[src/rtl/usw_pkg.sv]
package usw_pkg;
   // device state register bit positions
   localparam int unsigned ST_DFLT   = 0;
   localparam int unsigned ST_ADDR   = 1;
   localparam int unsigned ST_CFG    = 2;
   localparam int unsigned ST_SUSP   = 3;
   localparam int unsigned ST_WAKE   = 4;
   localparam int unsigned ST_RSTCLR = 5;
   // interrupt status bit positions
   localparam int unsigned IS_BUSRST = 5;
   localparam int unsigned IS_SUSP   = 6;
   localparam int unsigned REG_W     = 8;

   typedef struct packed {
      logic dflt;
      logic addr;
      logic cfg;
      logic wake;
   } state_flags_t;
endpackage

[src/rtl/usw_idle_timer.sv]
module usw_idle_timer #(
   parameter int unsigned SUSP_MS = 3,
   parameter int unsigned WAKE_MS = 5,
   localparam int unsigned CNT_W  = $clog2(WAKE_MS + 1)
) (
   input  logic clk,
   input  logic rst_n,
   input  logic bus_idle,
   input  logic restart,
   input  logic ms_tick,
   output logic susp_hit,
   output logic wake_hit
);
   logic [CNT_W-1:0] cnt_q;
   localparam logic [CNT_W-1:0] SUSP_LIM = CNT_W'(SUSP_MS);
   localparam logic [CNT_W-1:0] WAKE_LIM = CNT_W'(WAKE_MS);

   always_ff @(posedge clk or negedge rst_n) begin
      if (!rst_n) begin
         cnt_q <= '0;
      end else if (!bus_idle || restart) begin
         cnt_q <= '0;
      end else if (ms_tick && (cnt_q < WAKE_LIM)) begin
         cnt_q <= cnt_q + 1'b1;
      end
   end

   assign susp_hit = (cnt_q >= SUSP_LIM);
   assign wake_hit = (cnt_q >= WAKE_LIM);
endmodule

[src/rtl/usw_state_ctrl.sv]
module usw_state_ctrl
   import usw_pkg::*;
(
   input  logic              clk,
   input  logic              rst_n,
   input  logic              bus_idle,
   input  logic              eop_stb,
   input  logic              resume_stb,
   input  logic              busrst_stb,
   input  logic              susp_hit,
   input  logic              wake_hit,
   input  logic              cfg_wr,
   input  logic [REG_W-1:0]  cfg_wdata,
   output logic              susp_q,
   output logic              susp_enter,
   output logic              drive_q,
   output state_flags_t      flags_q
);
   logic leave;
   assign leave      = eop_stb | resume_stb | busrst_stb;
   assign susp_enter = !susp_q && !leave && bus_idle && susp_hit;

   always_ff @(posedge clk or negedge rst_n) begin
      if (!rst_n) begin
         susp_q <= 1'b0;
      end else if (leave) begin
         susp_q <= 1'b0;
      end else if (susp_enter) begin
         susp_q <= 1'b1;
      end
   end

   always_ff @(posedge clk or negedge rst_n) begin
      if (!rst_n) begin
         flags_q <= '{dflt: 1'b1, addr: 1'b0, cfg: 1'b0, wake: 1'b0};
      end else if (busrst_stb) begin
         flags_q <= '{dflt: 1'b1, addr: 1'b0, cfg: 1'b0, wake: 1'b0};
      end else begin
         if (cfg_wr) begin
            flags_q.dflt <= cfg_wdata[ST_DFLT];
            flags_q.addr <= cfg_wdata[ST_ADDR];
            flags_q.cfg  <= cfg_wdata[ST_CFG];
            flags_q.wake <= cfg_wdata[ST_WAKE];
         end
         if (resume_stb) begin
            flags_q.wake <= 1'b0;
         end
      end
   end

   always_ff @(posedge clk or negedge rst_n) begin
      if (!rst_n) begin
         drive_q <= 1'b0;
      end else if (leave) begin
         drive_q <= 1'b0;
      end else begin
         drive_q <= flags_q.wake && susp_q && (drive_q || wake_hit);
      end
   end
endmodule

[src/rtl/usw_irq_ctrl.sv]
module usw_irq_ctrl
   import usw_pkg::*;
#(
   parameter bit SYNC_IRQ = 1'b0
) (
   input  logic             clk,
   input  logic             rst_n,
   input  logic             susp_enter,
   input  logic             susp_leave,
   input  logic             busrst_stb,
   input  logic             cfg_wr,
   input  logic [REG_W-1:0] cfg_wdata,
   input  logic [REG_W-1:0] int_enable,
   output logic [REG_W-1:0] int_status,
   output logic             irq
);
   logic susp_int_q;
   logic rst_int_q;
   logic [REG_W-1:0] masked;

   always_ff @(posedge clk or negedge rst_n) begin
      if (!rst_n) begin
         susp_int_q <= 1'b0;
      end else if (susp_leave) begin
         susp_int_q <= 1'b0;
      end else if (susp_enter) begin
         susp_int_q <= 1'b1;
      end
   end

   always_ff @(posedge clk or negedge rst_n) begin
      if (!rst_n) begin
         rst_int_q <= 1'b0;
      end else if (busrst_stb) begin
         rst_int_q <= 1'b1;
      end else if (cfg_wr && cfg_wdata[ST_RSTCLR]) begin
         rst_int_q <= 1'b0;
      end
   end

   for (genvar b = 0; b < REG_W; b++) begin : g_stat
      if (b == IS_SUSP) begin : g_susp
         assign int_status[b] = susp_int_q;
      end else if (b == IS_BUSRST) begin : g_rst
         assign int_status[b] = rst_int_q;
      end else begin : g_zero
         assign int_status[b] = 1'b0;
      end
      assign masked[b] = int_status[b] & int_enable[b];
   end

   if (SYNC_IRQ) begin : g_sync
      logic irq_q;
      always_ff @(posedge clk or negedge rst_n) begin
         if (!rst_n) irq_q <= 1'b0;
         else        irq_q <= |masked;
      end
      assign irq = irq_q;
   end else begin : g_comb
      assign irq = |masked;
   end
endmodule

[src/rtl/usb_suspend_wake.sv]
module usb_suspend_wake
   import usw_pkg::*;
#(
   parameter int unsigned SUSP_MS  = 3,
   parameter int unsigned WAKE_MS  = 5,
   parameter bit          SYNC_IRQ = 1'b0
) (
   input  logic             clk,
   input  logic             rst_n,
   input  logic             bus_idle,
   input  logic             eop_stb,
   input  logic             resume_stb,
   input  logic             busrst_stb,
   input  logic             ms_tick,
   input  logic             cfg_wr,
   input  logic [REG_W-1:0] cfg_wdata,
   input  logic [REG_W-1:0] int_enable,
   output logic [REG_W-1:0] state_rd,
   output logic [REG_W-1:0] int_status,
   output logic             irq,
   output logic             suspended,
   output logic             wake_req,
   output logic             wake_drive
);
   if (SUSP_MS == 0) begin : g_bad_susp
      $error("SUSP_MS must be at least one tick");
   end
   if (WAKE_MS <= SUSP_MS) begin : g_bad_wake
      $error("WAKE_MS must exceed SUSP_MS");
   end

   logic susp_hit, wake_hit, susp_q, susp_enter, drive_q, restart;
   state_flags_t flags_q;

   assign restart = eop_stb | busrst_stb;

   usw_idle_timer #(.SUSP_MS(SUSP_MS), .WAKE_MS(WAKE_MS)) timer_i (
      .clk(clk), .rst_n(rst_n), .bus_idle(bus_idle), .restart(restart),
      .ms_tick(ms_tick), .susp_hit(susp_hit), .wake_hit(wake_hit)
   );

   usw_state_ctrl state_i (
      .clk(clk), .rst_n(rst_n), .bus_idle(bus_idle), .eop_stb(eop_stb),
      .resume_stb(resume_stb), .busrst_stb(busrst_stb),
      .susp_hit(susp_hit), .wake_hit(wake_hit), .cfg_wr(cfg_wr),
      .cfg_wdata(cfg_wdata), .susp_q(susp_q), .susp_enter(susp_enter),
      .drive_q(drive_q), .flags_q(flags_q)
   );

   usw_irq_ctrl #(.SYNC_IRQ(SYNC_IRQ)) irq_i (
      .clk(clk), .rst_n(rst_n), .susp_enter(susp_enter),
      .susp_leave(eop_stb | resume_stb | busrst_stb),
      .busrst_stb(busrst_stb), .cfg_wr(cfg_wr), .cfg_wdata(cfg_wdata),
      .int_enable(int_enable), .int_status(int_status), .irq(irq)
   );

   always_comb begin
      state_rd           = '0;
      state_rd[ST_DFLT]  = flags_q.dflt;
      state_rd[ST_ADDR]  = flags_q.addr;
      state_rd[ST_CFG]   = flags_q.cfg;
      state_rd[ST_SUSP]  = susp_q;
      state_rd[ST_WAKE]  = flags_q.wake;
   end

   assign suspended  = susp_q;
   assign wake_req   = flags_q.wake;
   assign wake_drive = drive_q;
endmodule

[config.mk]
export PLATFORM = sky130hd
export DESIGN_NAME = usb_suspend_wake
export DESIGN_NICKNAME = d
export VERILOG_FILES = /design/src/rtl/usw_pkg.sv /design/src/rtl/usw_idle_timer.sv /design/src/rtl/usw_state_ctrl.sv /design/src/rtl/usw_irq_ctrl.sv /design/src/rtl/usb_suspend_wake.sv
export SDC_FILE = /design/constraint.sdc
export NUM_CORES = 1
export LEC_CHECK = 0
export BUFFER_PORTS_ARGS = -buffer_cell sky130_fd_sc_hd__buf_2
export CORE_MARGIN = 8
export CORE_UTILIZATION = 43
export DETAILED_ROUTE_END_ITERATION = 16
export PLACE_DENSITY = 0.94
export SLEW_MARGIN = 5
export SYNTH_ARGS = -nofsm -noshare
export SYNTH_HDL_FRONTEND = slang
export SYNTH_HIERARCHICAL = 1
export SYNTH_SLANG_ARGS = --single-unit
[constraint.sdc]
create_clock -name clk -period 2.9 [get_ports clk]
set_clock_uncertainty 0.1 [all_clocks]
set_input_delay 0 -clock clk [delete_from_list [all_inputs] [get_ports clk]]
set_output_delay 0 -clock clk [all_outputs]
set_load 0.1 [all_outputs]
Yosys cells after proc, flatten, opt, wreduce, memory -nomap -nowiden
Cells that the tools add are included.

$add $sub $neg: 1. Magnitude comparators: 3. Mux-type cells: 10. Bitwise logic cells: 5. Reduce and logical (&&, ||, !) cells: 18.

Operators by type and width (number): 2-to-1 mux 4 bit (2); nonzero test 2 bit (4); logical AND 1 bit (7); 2-to-1 mux 1 bit (6); 2-to-1 mux 3 bit (2); adder 3 x 1 -> 3 bit (second input constant) (1); greater-or-equal comparator 3 x 2 -> 1 bit (second input constant) (1); greater-or-equal comparator 3 bit (second input constant) (1); zero test 1 bit (3); less-than comparator 3 bit (second input constant) (1); OR 1 bit (3); nonzero test 3 bit (1); AND 1 bit (2); logical OR 1 bit (2); OR reduction 2 bit (1).

Bits in registers: 10. Input port bits: 24. Output and inout bits: 20. Word-level logic and storage cells: 45.

Logic depth before layout (Yosys ltp)
Depth after elaboration: 8. Mapped depth: 7. Depth with buffers taken out: 7.

Modules after synthesis
The synthesis kept the hierarchy.

By module, submodules not included: usw_state_ctrl (times used 1, cells an instance 21, area each 255.2 um^2, sequential area each 151.4 um^2); usw_idle_timer (times used 1, cells an instance 25, area each 217.7 um^2, sequential area each 75.1 um^2); usw_irq_ctrl (times used 1, cells an instance 16, area each 141.4 um^2, sequential area each 50.0 um^2); usb_suspend_wake (times used 1, cells an instance 8, area each 53.8 um^2, sequential area each 0.0 um^2).

Worst setup path before layout
OpenSTA, ideal clock, no wires.

Kind: register -> register. Start point: register timer_i.cnt_q[0]. End point: register irq_i.susp_int_q. Library setup time: 0.116 ns. Data arrival time: 1.346 ns. Required time: 2.684 ns. Slack: 1.338 ns. Stages on the path, launching flop included: 8. Buffers on the path: 0. Clock period less this slack: 1.562 ns. Cells stage by stage: dfrtp_1 ha_1 ha_1 a211o_2 nand3b_1 nor4_1 nor2_1 nor2_1.

Longest elaborated chain between the ends: 3.

RTL lines: start: declaration (RTL line usw_idle_timer.sv:14) `logic [CNT_W-1:0] cnt_q;`; start signal: assignment (RTL line usw_idle_timer.sv:24) `cnt_q <= cnt_q + 1'b1;`; greater-or-equal comparator 3 x 2 -> 1 bit (RTL line usw_idle_timer.sv:28) `assign susp_hit = (cnt_q >= SUSP_LIM);`; via susp_hit (RTL line usb_suspend_wake.sv:32) `logic susp_hit, wake_hit, susp_q, susp_enter, drive_q, restart;`; logical AND 1 bit (RTL line usw_state_ctrl.sv:21) `assign susp_enter = !susp_q && !leave && bus_idle && susp_hit;`; via susp_enter (RTL line usb_suspend_wake.sv:32); nonzero test 2 bit (no source line); end signal: assignment (RTL line usw_irq_ctrl.sv:23) `susp_int_q <= 1'b0;`; end signal: assignment (RTL line usw_irq_ctrl.sv:25) `susp_int_q <= 1'b0;`; end signal: assignment (RTL line usw_irq_ctrl.sv:27) `susp_int_q <= 1'b1;`; end: declaration (RTL line usw_irq_ctrl.sv:17) `logic susp_int_q;`.

The timed path passes the listed nets, and every way through them passes these cells. A chain may end at the register's enable or synchronous reset.

Worst setup path in the final report
Start point: register timer_i.cnt_q[0]. End point: register state_i.susp_q.

Longest elaborated chain between the ends: 3.

RTL lines: greater-or-equal comparator 3 x 2 -> 1 bit (RTL line usw_idle_timer.sv:28); via susp_hit (RTL line usb_suspend_wake.sv:32); logical AND 1 bit (RTL line usw_state_ctrl.sv:21); nonzero test 2 bit (no source line); end signal: assignment (RTL line usw_state_ctrl.sv:25) `susp_q <= 1'b0;`; end signal: assignment (RTL line usw_state_ctrl.sv:27) `susp_q <= 1'b0;`; end signal: assignment (RTL line usw_state_ctrl.sv:29) `susp_q <= 1'b1;`; end: declaration (RTL line usw_state_ctrl.sv:14) `output logic susp_q,`.

The timed path passes the listed nets, and every way through them passes these cells.

==> out/metrics.yaml <==
avgSynthCellArea_sq_um: 9.54
antenna_left: 0
hold_start: "cfg_wr"
ys_ff_latch: 11
initialDrtViolationCount: 15
clk_pin_slew_ps: 70
clock_latency_ps: 270
ys_types: 25
dp_hpwl_mm: 1.23
syn_inst: 70
cts.sinks: 11
startpoint: "timer_i/cnt_q[0]$_DFFE_PN0P_"
status: "complete, no violations"
post_cts_resized: 0
grt_use_total_pct: 12.6
required_ps: 2960
final_common_cell: "buf_2"
grt_overflow: 0
max-cap-violations: 0
diodes: 0
synth_top_area_cell: "dfrtp_1"
p_per_area_nw_per_um2: 444
max_freq_mhz: 459
die_x_um: 55.4
synth_top_area_share_pct: 37.5
power_mw: 0.410
min_path_type: "input pin to flop"
grt_pass1_vias: 658
layout_common_cells: "25 x buf_2, 16 x dlygate4sd3_1, 10 x dfrtp_1"
swShare_pct: 41.2
core_sq_um: 1490
synth_area_sq_um: 668
crit_path_end_kind: "flop"
cts_tree: "built"
globalplace.congestion: 0.792
finish.utilization_pct: 62.0
critical_path_class: "flop to flop"
viasPerCell: 5.00
p_sw_mw: 0.169
fillers: 120
power_frac_comb_pct: 34.7
dr.pass1.iters: 4
period_needed_ps: 2180
antenna_found_initial: 0
leakagePower_nw: 0.479
wl_mm: 1.88
hold_violations: 0
ios: 44
intPower_mw: 0.241
clockPowerShare_pct: 26.0
reg2reg_from: "timer_i/cnt_q[0]$_DFFE_PN0P_"
finalSetupViolations: 0
rows: 14
crit_fanout: 8
die_h_um: 55.4
h-tree-depth: 1
cts_root_buf: "clkbuf_4"
startpoint_type: "flop"
wl_per_cell_um: 15.2
grt_start_max_net_pins: 12
vias: 620
initial_utilization_pct: 44.9
rsz0062_at_grt: "no"
drc: 0
slew_violations: 0
arrival_ps: 2240
area_growth_pct: 38.2
synth_area_leaders: "dfrtp_1 37%, buf_4 15%, ha_1 5.6%"
ir_drop_mv: 0.229
drive_gt1_share_pct: 29.6
grt_pass1_wl_mm: 3.20
p_seq_share_pct: 39.4
yosysWarnings: 6
fin_crit_sh_pct: 75.2
dieArea_sq_um: 3070
cts_made_buffers: 3
num-nets-final: 136
cts_buffer_depth: 2
numPortBuffers: 25
finalSetupTns_ps: 0
ys_seq_area_share_pct: 41.4
==> path summary, 6_finish.rpt <==
path	end	slack (ps)	depth (start not counted)
setup reg to reg	state_i/susp_q$_DFFE_PN0P_	720	6
min in group asynchronous	irq_i/susp_int_q$_DFFE_PN0P_	70	2
hold / removal	state_i/flags_q[2]$_DFFE_PN0P_	20	3
max in group asynchronous	state_i/flags_q[3]$_DFFE_PN1P_	2370	2
setup / recovery	state_i/susp_q$_DFFE_PN0P_	720	6
hold reg to reg	irq_i/rst_int_q$_DFFE_PN0P_	410	1
==> per-stage QoR <==
step	cell area (sq um)	instances	setup WS [ps]	hold slack (ps)
after floorplan	694	77	1340	-396
after global placement	737	104	1270	-224
after detailed placement	737	104	1190	-219
after CTS	923	124	728	10.3
after global routing	923	124	635	70.9
final	923	124	720	23.4
==> synth_stat cells <==
cell and count:
ha_1 3, buf_4 13, a22o_1 1, mux2i_1 3, a32oi_1 1, a21oi_2 1
nor4_1 3, or3_1 1, a211o_2 1, or2_1 1, nor3_1 2, o211ai_1 1
conb_1 2, nand3b_1 2, inv_1 3, dfstp_2 1, nor2_1 7, dfrtp_1 10
nand2_1 4, nor2b_2 1, a21oi_1 2, a21o_1 2, clkbuf_2 1, nand2b_1 3
a211o_1 1
==> final cells by class <==
class	instances	area [sq um]	share of cell area (%)
repair buffers	41	285	30.9
inverters	3	11.3	1.22
flip-flops and latches	11	277	29.9
clock buffers	4	26.3	2.85
well taps	16	20.0	2.17
multi-input cells	49	304	32.9
==> metal layers <==
layer  share of wire, %  GRT usage [%]
met1                 36           12.5
met2                 56           23.1
met3                6.2           5.02
met4                1.4           4.23
met5                  0              0
==> critical path, cell delays in order (launching register included) <==
cell and delay (ps):
dfrtp_1 460, ha_1 240, ha_1 180, a211o_2 320, a21oi_1 150, nor4_1 60, dlygate4sd3_1 560
==> timing repair <==
action                                 in CTS  in global routing
setup buffers                               0                  0
endpoints found under the hold margin      22                  0
hold buffers                               16                  0
==> registers in the layout, summed over array words and instances, names as in the netlist <==
register / cells
irq_i/rst_int_q: 1
irq_i/susp_int_q: 1
state_i/drive_q: 1
state_i/flags_q: 4
state_i/susp_q: 1
timer_i/cnt_q: 3
==> kinds of logic (layout without fill, tap and decap cells) <==
family	Yosys count	after routing	synth area share [%]
multiplexers	3	3	4.49
adder cells (fa/ha/maj)	3	3	5.62
AND/OR/NAND/NOR	24	24	18.7
flip-flops	11	11	41.4
other	2	9	1.12
AO/OA/AOI/OAI	10	10	11.6
buffers and inverters	17	48	17.0
==> power by group through the flow <==
stage	logic (mW)	registers [mW]	clock network (mW)
after floorplan	0.0931	0.186	0
after global placement	0.125	0.164	0
after detailed placement	0.127	0.164	0
after CTS	0.140	0.161	0.110
after global routing	0.148	0.162	0.118
final	0.142	0.161	0.107
Note: power is estimated with default switching activity, not from simulation.
